**src/rtl/etu_pkg.sv**
```systemverilog
package etu_pkg;
  typedef enum logic [2:0] {
    ST_IDLE = 3'd0,
    ST_LOAD = 3'd1,
    ST_EMIT = 3'd2,
    ST_PAD  = 3'd3,
    ST_FCS  = 3'd4
  } etu_state_e;

  typedef enum logic [1:0] {
    SEG_HDR   = 2'd0,
    SEG_PAY   = 2'd1,
    SEG_SWFCS = 2'd2
  } etu_seg_e;

  localparam logic [31:0] CRC_POLY_REFL = 32'hEDB8_8320;
endpackage

```
**src/rtl/etu_crc32_step.sv**
```systemverilog
module etu_crc32_step #(
  parameter logic [31:0] POLY = 32'hEDB8_8320
) (
  input  logic [31:0] crc_i,
  input  logic [7:0]  data_i,
  output logic [31:0] crc_o
);
  always_comb begin
    logic [31:0] c;
    c = crc_i ^ {24'h0, data_i};
    for (int b = 0; b < 8; b++) begin
      c = c[0] ? ((c >> 1) ^ POLY) : (c >> 1);
    end
    crc_o = c;
  end
endmodule

```
**src/rtl/etu_lane_pick.sv**
```systemverilog
module etu_lane_pick #(
  parameter int LANES = 4
) (
  input  logic [LANES*8-1:0]         word_i,
  input  logic [$clog2(LANES)-1:0]   sel_i,
  output logic [7:0]                 byte_o
);
  logic [7:0] lane_bytes [LANES];
  for (genvar g = 0; g < LANES; g++) begin : g_lane
    assign lane_bytes[g] = word_i[g*8 +: 8];
  end
  assign byte_o = lane_bytes[sel_i];
endmodule

```
**src/rtl/eth_tx_unpacker.sv**
```systemverilog
module eth_tx_unpacker
  import etu_pkg::*;
#(
  parameter int WORD_W    = 32,
  parameter int LEN_W     = 16,
  parameter int MIN_PAY   = 46,
  parameter int HDR_WORDS = 4
) (
  input  logic              clk,
  input  logic              rst_n,
  input  logic              tx_en,
  input  logic              crc_en,
  input  logic              pad_en,
  input  logic [WORD_W-1:0] fifo_data,
  input  logic              fifo_valid,
  output logic              fifo_ready,
  output logic [7:0]        out_data,
  output logic              out_valid,
  input  logic              out_ready,
  output logic              out_last
);
  localparam int LANES     = WORD_W / 8;
  localparam int LANE_W    = $clog2(LANES);
  localparam int HDR_CW    = $clog2(HDR_WORDS);
  localparam int LEN_BYTES = LEN_W / 8;

  etu_state_e        state_q, state_d;
  etu_seg_e          seg_q, seg_d;
  logic [WORD_W-1:0] word_q, word_d;
  logic [LANE_W-1:0] lane_q, lane_d;
  logic [LANE_W-1:0] lane_end_q, lane_end_d;
  logic [HDR_CW-1:0] hdr_left_q, hdr_left_d;
  logic [LEN_W-1:0]  rem_q, rem_d;
  logic [LEN_W-1:0]  pad_left_q, pad_left_d;
  logic              pad_go_q, pad_go_d;
  logic              crc_go_q, crc_go_d;
  logic [31:0]       crc_q, crc_d;

  logic [WORD_W-1:0] pick_word;
  logic [7:0]        pick_byte;
  logic [7:0]        crc_byte;
  logic [31:0]       crc_next;
  logic [LEN_W-1:0]  first_len;

  assign pick_word = (state_q == ST_FCS) ? WORD_W'(~crc_q) : word_q;
  assign crc_byte  = (state_q == ST_PAD) ? 8'h00 : pick_byte;
  assign first_len = fifo_data[LEN_W-1:0];

  etu_lane_pick #(.LANES(LANES)) u_pick (
    .word_i (pick_word),
    .sel_i  (lane_q),
    .byte_o (pick_byte)
  );

  etu_crc32_step #(.POLY(CRC_POLY_REFL)) u_crc (
    .crc_i  (crc_q),
    .data_i (crc_byte),
    .crc_o  (crc_next)
  );

  // next-state logic
  always_comb begin
    logic go_tail, go_fcs;
    state_d    = state_q;
    seg_d      = seg_q;
    word_d     = word_q;
    lane_d     = lane_q;
    lane_end_d = lane_end_q;
    hdr_left_d = hdr_left_q;
    rem_d      = rem_q;
    pad_left_d = pad_left_q;
    pad_go_d   = pad_go_q;
    crc_go_d   = crc_go_q;
    crc_d      = crc_q;
    fifo_ready = 1'b0;
    out_valid  = 1'b0;
    out_last   = 1'b0;
    out_data   = pick_byte;
    go_tail    = 1'b0;
    go_fcs     = 1'b0;

    case (state_q)
      ST_IDLE: begin
        fifo_ready = tx_en;
        if (tx_en && fifo_valid) begin
          word_d     = fifo_data;
          lane_d     = LANE_W'(LEN_BYTES);
          lane_end_d = LANE_W'(LANES - 1);
          seg_d      = SEG_HDR;
          hdr_left_d = HDR_CW'(HDR_WORDS - 1);
          rem_d      = first_len;
          pad_go_d   = pad_en && (first_len < LEN_W'(MIN_PAY));
          pad_left_d = LEN_W'(MIN_PAY) - first_len;
          crc_go_d   = crc_en;
          crc_d      = '1;
          state_d    = ST_EMIT;
        end
      end
      ST_LOAD: begin
        fifo_ready = 1'b1;
        if (fifo_valid) begin
          word_d  = fifo_data;
          lane_d  = '0;
          state_d = ST_EMIT;
          if (seg_q == SEG_PAY && rem_q < LEN_W'(LANES))
            lane_end_d = LANE_W'(rem_q - 1'b1);
          else
            lane_end_d = LANE_W'(LANES - 1);
        end
      end
      ST_EMIT: begin
        out_valid = 1'b1;
        out_last  = (seg_q == SEG_SWFCS) && (lane_q == lane_end_q);
        if (out_ready) begin
          if (seg_q != SEG_SWFCS) crc_d = crc_next;
          if (seg_q == SEG_PAY)   rem_d = rem_q - 1'b1;
          if (lane_q != lane_end_q) begin
            lane_d = lane_q + 1'b1;
          end else begin
            case (seg_q)
              SEG_HDR: begin
                if (hdr_left_q != '0) begin
                  hdr_left_d = hdr_left_q - 1'b1;
                  state_d    = ST_LOAD;
                end else if (rem_q != '0) begin
                  seg_d   = SEG_PAY;
                  state_d = ST_LOAD;
                end else begin
                  go_tail = 1'b1;
                end
              end
              SEG_PAY: begin
                if (rem_q == LEN_W'(1)) go_tail = 1'b1;
                else                    state_d = ST_LOAD;
              end
              default: state_d = ST_IDLE;
            endcase
          end
        end
      end
      ST_PAD: begin
        out_valid = 1'b1;
        out_data  = 8'h00;
        if (out_ready) begin
          crc_d      = crc_next;
          pad_left_d = pad_left_q - 1'b1;
          if (pad_left_q == LEN_W'(1)) go_fcs = 1'b1;
        end
      end
      ST_FCS: begin
        out_valid = 1'b1;
        out_last  = (lane_q == LANE_W'(LANES - 1));
        if (out_ready) begin
          if (out_last) state_d = ST_IDLE;
          else          lane_d  = lane_q + 1'b1;
        end
      end
      default: state_d = ST_IDLE;
    endcase

    if (go_tail) begin
      if (pad_go_q) state_d = ST_PAD;
      else          go_fcs  = 1'b1;
    end
    if (go_fcs) begin
      if (crc_go_q) begin
        state_d = ST_FCS;
        lane_d  = '0;
      end else begin
        seg_d   = SEG_SWFCS;
        state_d = ST_LOAD;
      end
    end
  end

  // registers
  always_ff @(posedge clk or negedge rst_n) begin
    if (!rst_n) begin
      state_q    <= ST_IDLE;
      seg_q      <= SEG_HDR;
      word_q     <= '0;
      lane_q     <= '0;
      lane_end_q <= '0;
      hdr_left_q <= '0;
      rem_q      <= '0;
      pad_left_q <= '0;
      pad_go_q   <= 1'b0;
      crc_go_q   <= 1'b0;
      crc_q      <= '1;
    end else begin
      state_q    <= state_d;
      seg_q      <= seg_d;
      word_q     <= word_d;
      lane_q     <= lane_d;
      lane_end_q <= lane_end_d;
      hdr_left_q <= hdr_left_d;
      rem_q      <= rem_d;
      pad_left_q <= pad_left_d;
      pad_go_q   <= pad_go_d;
      crc_go_q   <= crc_go_d;
      crc_q      <= crc_d;
    end
  end
endmodule

```
**config.mk**
```make
export PLATFORM = sky130hd
export DESIGN_NAME = eth_tx_unpacker
export DESIGN_NICKNAME = d
export VERILOG_FILES = /design/src/rtl/etu_pkg.sv /design/src/rtl/etu_crc32_step.sv /design/src/rtl/etu_lane_pick.sv /design/src/rtl/eth_tx_unpacker.sv
export SDC_FILE = /design/constraint.sdc
export NUM_CORES = 1
export LEC_CHECK = 0
export ABC_AREA = 1
export CORE_MARGIN = 3
export CORE_UTILIZATION = 59
export DETAILED_ROUTE_END_ITERATION = 10
export PLACE_DENSITY = 0.79
export SKIP_LAST_GASP = 1
export SYNTH_ARGS = -nofsm -noshare
export SYNTH_HDL_FRONTEND = slang
export SYNTH_HIERARCHICAL = 1
export SYNTH_SLANG_ARGS = --single-unit
```
**constraint.sdc**
```tcl
create_clock -name clk -period 5 [get_ports clk]
set_input_delay 0.75 -clock clk [delete_from_list [all_inputs] [get_ports clk]]
set_output_delay 0.75 -clock clk [all_outputs]
set_load 0.1 [all_outputs]
```
## Yosys cells after proc, flatten, opt, wreduce, memory -nomap -nowiden

Cells that the tools add are included.
W data, S select, Z words.

- Shift operators: 0
- Order comparisons: 3
- Eq/ne operators: 21
- Divide/modulo/power cells: 0
- Multiplexer cells: 85
- Bitwise gates (word level): 11
- Reduce and logical (&&, ||, !) cells: 19
- $mul: 0
- Add/sub/neg operators: 5

Operator list:

| cell | count |
|---|---|
| $mux W32 | 15 |
| $not A13 Y14 | 8 |
| $pmux W32 S3 | 1 |
| $mux W16 | 5 |
| $pmux W16 S2 | 2 |
| $pmux W32 S2 | 1 |
| $mux W2 | 23 |
| $mux W3 | 13 |
| $eq A16 B1 Y1 const B | 2 |
| $not A32 Y32 | 1 |
| $sub A16 B1 Y16 const B | 2 |
| $xor A32 B8 Y32 | 1 |
| $mux W8 | 3 |
| $ne A2 B2 Y1 const B | 9 |
| $bmux W8 S2 | 1 |
| $lt A16 B3 Y1 const B | 1 |
| $lt A16 B6 Y1 const B | 1 |
| $reduce_bool A16 Y1 | 1 |
| $sub A6 B16 Y16 const A | 1 |
| $pmux W3 S5 | 1 |
| $mux W1 | 12 |
| $pmux W2 S2 | 3 |
| $pmux W2 S4 | 1 |
| $reduce_bool A2 Y1 | 4 |
| other kinds (24) | 32 |

- Bits in writable memories: 0
- Word-level logic and storage cells: 155
- Output and inout bits: 11
- ROM bits: 0
- Flip-flop bits (word level): 109
- Input bits: 39
- Memories: 0
- Latch bits: 0

## Logic depth before layout (Yosys ltp)

Gate-level depths: netlist (run 1).

- Word-level depth: 26
- Depth in mapped cells: 27
- Depth with buffers taken out: 25

## By module

Netlist (run 1), hierarchy kept.

Modules (own cells, without submodules):

| module | sequential area each (sq um) | area an instance (sq um) | times used | cells each |
|---|---|---|---|---|
| eth_tx_unpacker | 2,767.7 | 6,336.1 | 1 | 884 |
| etu_crc32_step | 0.0 | 1,198.6 | 1 | 243 |
| etu_lane_pick | 0.0 | 395.4 | 1 | 94 |

## Worst setup path after synthesis (run 1)

OpenSTA, ideal clock, no wires.

- Path type: reg-to-reg
- Start point: register state_q[0]
- End point: register crc_q[27]
- Clock period less this slack: 4.286 ns
- Slack: 0.714 ns
- Setup time: 0.083 ns
- Stages on the path, launching flop included: 22
- Required time: 4.917 ns
- Buffers on the path: 2
- Arrival: 4.203 ns
- Path through: dfrtp_1 -> inv_2 -> nand2_2 -> nor2_1 -> inv_1 -> buf_2 -> clkbuf_1 -> o21ai_0 -> inv_1 -> nand2_1 -> nand3_1 -> nand2_1 -> inv_1 -> nor2_1 -> xnor2_2 -> nand2_1 -> nand2_4 -> nand2_4 -> nand2_4 -> xor2_2 -> nor2_1 -> a21oi_1

- Elaborated cells between the ends (all ways): 32
- Those cells by class: 7 x eq/ne; 17 x mux; 5 x bitwise; 3 x reduce/logical

RTL lines:

| element | RTL line | source |
|---|---|---|
| from (decl) | eth_tx_unpacker.sv:27 | `etu_state_e state_q, state_d;` |
| from (signal assigned) | eth_tx_unpacker.sv:191 | `state_q <= state_d;` |
| $eq A3 B3 Y1 (*) | eth_tx_unpacker.sv:45 | `assign pick_word = (state_q == ST_FCS) ? WORD_W'(~crc_q) : word_q;` |
| $mux W32 (*) | eth_tx_unpacker.sv:45 |  |
| named net pick_word[1] | eth_tx_unpacker.sv:39 | `logic [WORD_W-1:0] pick_word;` |
| $bmux W8 S2 (*) | etu_lane_pick.sv:12 | `assign byte_o = lane_bytes[sel_i];` |
| $mux W8 (not written as such) (*) (2 in a row) | etu_lane_pick.sv:12 |  |
| named net pick_byte[1] | eth_tx_unpacker.sv:40 | `logic [7:0] pick_byte;` |
| $mux W8 (*) | -- |  |
| named net out_data[1] | eth_tx_unpacker.sv:17 | `output logic [7:0] out_data,` |
| $xor A32 B8 Y32 (*) | etu_crc32_step.sv:10 | `c = crc_i ^ {24'h0, data_i};` |
| $mux W32 (*) (8 in a row) | etu_crc32_step.sv:12 | `c = c[0] ? ((c >> 1) ^ POLY) : (c >> 1);` |
| named net crc_next[27] | eth_tx_unpacker.sv:42 | `logic [31:0] crc_next;` |
| $mux W32 | eth_tx_unpacker.sv:115 | `if (seg_q != SEG_SWFCS) crc_d = crc_next;` |
| $mux W32 | eth_tx_unpacker.sv:114 | `if (out_ready) begin` |
| $pmux W32 S3 (*) | eth_tx_unpacker.sv:82 | `case (state_q)` |
| to (signal assigned) | eth_tx_unpacker.sv:201 | `crc_q <= crc_d;` |
| to (decl) | eth_tx_unpacker.sv:37 | `logic [31:0] crc_q, crc_d;` |

Mark *: on every way through the listed nets, which the timed path passes. The rest lies on a longest branch. The select of a mux whose other input is x is not followed.
A chain may end at the register's enable or synchronous reset.

## Final worst setup path (run 1)

- Start point: register state_q[2]
- End point: output out_last

- Cells in the longest elaborated chain, start to end: 2
- Elaborated cells between the ends (all ways): 3
- Those cells by class: 2 x eq/ne; 1 x mux

Ends and longest elaborated chain:

| element | RTL line | source |
|---|---|---|
| $eq A3 B3 Y1 or $eq A3 B2 Y1 (tied branches) | eth_tx_unpacker.sv:82 |  |
| $pmux W1 S2 (*) | eth_tx_unpacker.sv:82 |  |
| to (decl) | eth_tx_unpacker.sv:20 | `output logic out_last` |

Mark *: on every way between the ends. The rest lies on a longest branch, timed or not.

==> results.toml, run 1 <==
[floorplanning]
boundaryPins = 50
die_width_microns = 121.9
core_area_sq_um = 12880
rows = 41
die_h_microns = 121.9
die_area_sq_um = 14870
initial_utilization_pct = 61.59

[detailed_routing]
routed.top_layer = "met4"
dr.pass1.iters = 6
ant_nets = 0
wl_met1_microns = 9160
dr_wl_met3_microns = 1214
wl_per_cell_microns = 14.66
vias_per_cell = 5.485
drc_errors = 0
drt-initial-drc-count = 713
vias = 7788
routed_wl_microns = 20820
dr_wl_met2_microns = 9418

[timing]
whs_ns = 0.4737
hold_viol_final = 0
fin_skew_ns = 0.007440
fmax_ghz = 0.2507
worstMarginPinSlew_ns = 0.9658
relSlewSlack_pct = 35.41
min_period_over_period_pct = 79.77
slew_viol_final = 0
setup_violations = 0
setup_tns_ns = 0
min_period_ns = 3.988
rsz0062_at_grt = "no"

[clocking]
clock_sinks = 109
clk_latency_ns = 0.36
clockBufferDepth = 2
cts.reportedPaths.clkPinSlew_ns = 0.08
post_cts_buffers = 0
cts-root-buf = "clkbuf_16"
hold_buffers = 0
cts_tree = "built"
cts_max_level = 3
ctsResizeCount = 0
cts_made_buffers = 9

[synthesis]
synth_area_leader_cell = "dfrtp_1"
ys_seq_area_share_pct = 34.90
netlist_area_sq_um = 7930
syn_avg_cell_area_sq_um = 6.495
syn_inst = 1221
synth_edf_count = 0
async_flop_share_pct = 100.0
syn_nets = 1271
synth_top_area_share_pct = 24.30
ys_types = 37
ys.flop_type = "dfrtp_1"
synth.ff_latch_count = 109
yosysWarnings = 6
synthTopCellsByArea = "dfrtp_1 24%, nand2_1 19%, dfstp_2 11%"

[worst_setup_path]
r2r_cells = 21
path_class = "reg2out"
required_ns = 4.25
end_kind = "primary output"
path_max_fanout = 31
critPathLaunchType = "flip-flop"
worstPathArrival_ns = 3.24

[final_layout]
num_antenna_cells = 0
num-fill-cells = 1158
syn2layout_area_growth_pct = 9.924
final_nets = 1293
final_common_cell = "nand2_1"
drive_gt1_share_pct = 7.532
final_cell_mix = "399 x nand2_1, 143 x inv_1, 136 x nor2_1"
final_util_pct = 67.70

[grt]
gr-usage-all-layers_pct = 29.20
antenna_found_initial = 0
grt_overflow = 0
grt_pass1_wl_microns = 34250
grt_pass1_vias = 7102
grt_max_degree = 72

[place]
dp_hpwl_microns = 15020
place_congestion = 0.9444
io_buffer_count = 49

[job]
max_cap_violations = 0

[hold_path]
hold_path.class = "reg2reg"
hold-path-cell-count = 2

[run_status]
outcome = "completed"
## registers in the layout (all words and copies together) (netlist names)
register and cells:
pad_left_q 16, lane_q 2, hdr_left_q 2, rem_q 16, crc_q 32, seg_q 2, pad_go_q 1, state_q 3
lane_end_q 2, word_q 32, crc_go_q 1
## critical path, stage by stage, from the launching register on
cell             delay (ns)
dfrtp_1                0.47
nor2_2                 0.21
nand2_2                0.36
inv_2                  0.37
nand3_1                0.14
o22ai_1                0.17
clkdlybuf4s50_1        1.16
## cells by family (layout without fill, tap and decap cells)
kind of cell    Yosys count  after routing  synth area share [%]
compound gates          192            192                 12.86
xor+xnor                 50             50                 5.806
simple gates            669            669                 34.92
flops                   109            109                 34.90
fa+ha+maj                11             11                 1.736
buf+inv                 190            217                 9.782
## cell usage after synthesis, drive strengths merged (9+ instances only)
| library cell | number |
|---|---|
| nand3 | 85 |
| buf | 28 |
| ha | 11 |
| nor2 | 142 |
| o21ai | 107 |
| xor2 | 40 |
| dfrtp | 77 |
| dfstp | 32 |
| inv | 149 |
| nor3 | 14 |
| clkbuf | 13 |
| a21oi | 62 |
| o211ai | 9 |
| xnor2 | 10 |
| nand2 | 412 |
## through the flow
step	instance area [sq um]	instances	setup WS, ns
global route	8717	1420	0.8253
finish	8717	1420	1.012
detailed placement	8422	1404	1.388
floorplan	7930	1221	0.7136
global placement	8422	1404	1.464
CTS	8717	1420	1.034
## worst paths after layout
kind	endpoint	from	slack (ns)
worst min register to register	word_q[25]	word_q[25]	0.47
max in group asynchronous	crc_q[4]	rst_n	3.41
min in group asynchronous	word_q[18]	rst_n	0.51
worst max-delay path	out_last	state_q[2]	1.01
worst min-delay path	word_q[25]	word_q[25]	0.47
worst max register to register	crc_q[19]	state_q[0]	1.30
## metal layers
layer  GRT usage [%]  vias to the layer above
met5               0                        -
met4           14.92                        0
met3           5.014                       72
met2           46.58                      281
met1           38.35                     3526
li1                -                     3909
## area by class of cell
cell class                      count  area (sq um)  area share [%]
Inverter                          149         561.8           6.445
Timing Repair Buffer               52         490.5           5.627
Multi-Input combinational cell    922          4387           50.32
Sequential cell                   109          2768           31.75
Clock inverter                      5         42.54          0.4880
Clock buffer                       11         252.7           2.899
Tap cell                          172         215.2           2.469
Power of run 1 is left out: the tool's default activity adds up to more than one toggle a clock period on the data nets, which glitch-free logic cannot reach.
==> run 2, diff against run 1 <==
CORE_UTILIZATION = 55   (was 59)
PLACE_DENSITY = 0.78   (was 0.79)
clock period = 3.2 ns   (was 5 ns; I/O delays follow)
==> run 2 against run 1 <==
Highest routed layer is now met5. Global-route usage is 1.1 points lower. Design area up 6.0%. Die area is 6.9% higher. Register-to-register slack got worse by 1.1 ns. Wire length is 5.9% higher. Non-clock buffer count rose by 25. Via count grew 2.1%. Sequential share of layout area down 1.8 points. Critical path type is now reg2reg. Cell count increased by 2.3%. Setup slack worse by 0.79 ns.
==> results.toml, run 2 (synthesis gave the netlist of run 1 again) <==
[place]
dp_hpwl_microns = 16050
place_congestion = 0.9510
post_dp_cell_area_sq_um = 8798
io_buffer_count = 49

[worst_setup_path]
cp.buffers_inverters = 8
path_max_fanout = 41
critPathLaunchType = "flip-flop"
end_kind = "flip-flop"
worstPathArrival_ns = 3.25
cpMaxStageDelayCell = "dfrtp_1"
crit_family = "simple AND/OR/NAND/NOR gates"
slowest_delay_ns = 0.40
required_ns = 3.46
path_class = "reg2reg"
crit_path_frequent_cell = "nand2_1"

[final_layout]
final_util_pct = 66.05
syn2layout_area_growth_pct = 16.50
reg_top3 = "crc_q x32, word_q x32"
final_common_cell = "nand2_1"
final_cell_mix = "389 x nand2_1, 140 x inv_1, 126 x nor2_1"
drive_gt1_share_pct = 11.63
fin_area_sq_um = 9239
num-fill-cells = 1291
num_antenna_cells = 0
final_nets = 1318

[run_status]
outcome = "completed"

[detailed_routing]
ant_nets = 0
vias = 7955
vias_per_cell = 5.475
drt-initial-drc-count = 754
wl_per_cell_microns = 15.17
routed_wl_microns = 22050
drc_errors = 0
dr.pass1.iters = 5

[timing]
relSlewSlack_pct = 49.15
worstMarginPinSlew_ns = 0.7627
min_period_over_period_pct = 93.23
min_period_ns = 2.983
hold_viol_final = 0
fin_skew_ns = 0.01549
slew_viol_final = 0
fmax_ghz = 0.3352
setup_violations = 0

[clocking]
cts_made_buffers = 9
cts_max_level = 3
cts.reportedPaths.clkPinSlew_ns = 0.08
clock_sinks = 109
clockBufferDepth = 2
cts-root-buf = "clkbuf_16"
clk_latency_ns = 0.37
hold_buffers = 0
cts_tree = "built"

[grt]
gr-usage-all-layers_pct = 28.14
antenna_found_initial = 1
grt_pass1_vias = 7557
grt_pass1_wl_microns = 36400
grt_max_degree = 65
grt_overflow = 0

[floorplanning]
die_h_microns = 126.1
core_area_sq_um = 13990
die_area_sq_um = 15890
die_width_microns = 126.1
initial_utilization_pct = 56.69
boundaryPins = 50
rows = 43

[job]
max_cap_violations = 0

[hold_path]
hold_path.class = "in2async"
-- run 2: cell types whose count changed in the layout (fill, tap and decap cells not counted), moves of 5 or more --
cell / delta
o21ai_1: +6
nor2_1: -10
nor2_4: +9
o21ai_0: -6
buf_12: +11
nand2_1: -10
nand2_2: +5
buf_4: +16
-- run 2: timing repair --
action,in CTS,in global routing
setup endpoints to repair,0,23
resized for setup,0,24
endpoints found under the hold margin,0,0
setup buffers,0,6
-- run 2: worst paths after layout --
path / startpoint / endpoint / slack [ns] / cells after the start
worst max-delay path: state_q[0] / crc_q[16] / 0.22 / 26
worst min-delay path: rst_n / word_q[23] / 0.20 / 1
worst max register to register: state_q[0] / crc_q[16] / 0.22 / 26
worst min register to register: word_q[26] / word_q[26] / 0.48 / 2
max in group asynchronous: rst_n / crc_q[9] / 2.21 / 2
min in group clk: word_q[26] / word_q[26] / 0.48 / 2
-- run 2: per-layer routing --
layer / GRT usage, % / vias up / routed length (microns)
li1: - / 3943 / -
met1: 35.35 / 3636 / 9287
met2: 46.82 / 312 / 10540
met3: 5.047 / 62 / 1382
met4: 13.82 / 2 / 820
met5: 0 / - / 13
-- run 2: per-stage QoR --
step / instances / setup WS, ns / hold WS (ns) / TNS [ns]
2_1_floorplan: 1221 / -0.01106 / 0.1844 / -0.01106
3_3_place_gp: 1431 / 0.1331 / 0.4593 / 0
3_5_place_dp: 1431 / 0.08826 / 0.4642 / 0
4_1_cts: 1447 / 0.06777 / 0.2143 / 0
5_1_grt: 1453 / -0.02062 / 0.2398 / -0.08739
6_report: 1453 / 0.2167 / 0.1965 / 0
-- run 2: area by class of cell --
type	instances	area, sq um	share of cell area [%]
clock inverters	6	78.83	0.8532
well taps	180	225.2	2.438
flip-flops and latches	109	2769	29.97
clock buffers	10	239.0	2.587
inverters	149	561.8	6.081
repair buffers	77	812.0	8.789
multi-input cells	922	4553	49.28
Power of run 2 is left out for the same reason.
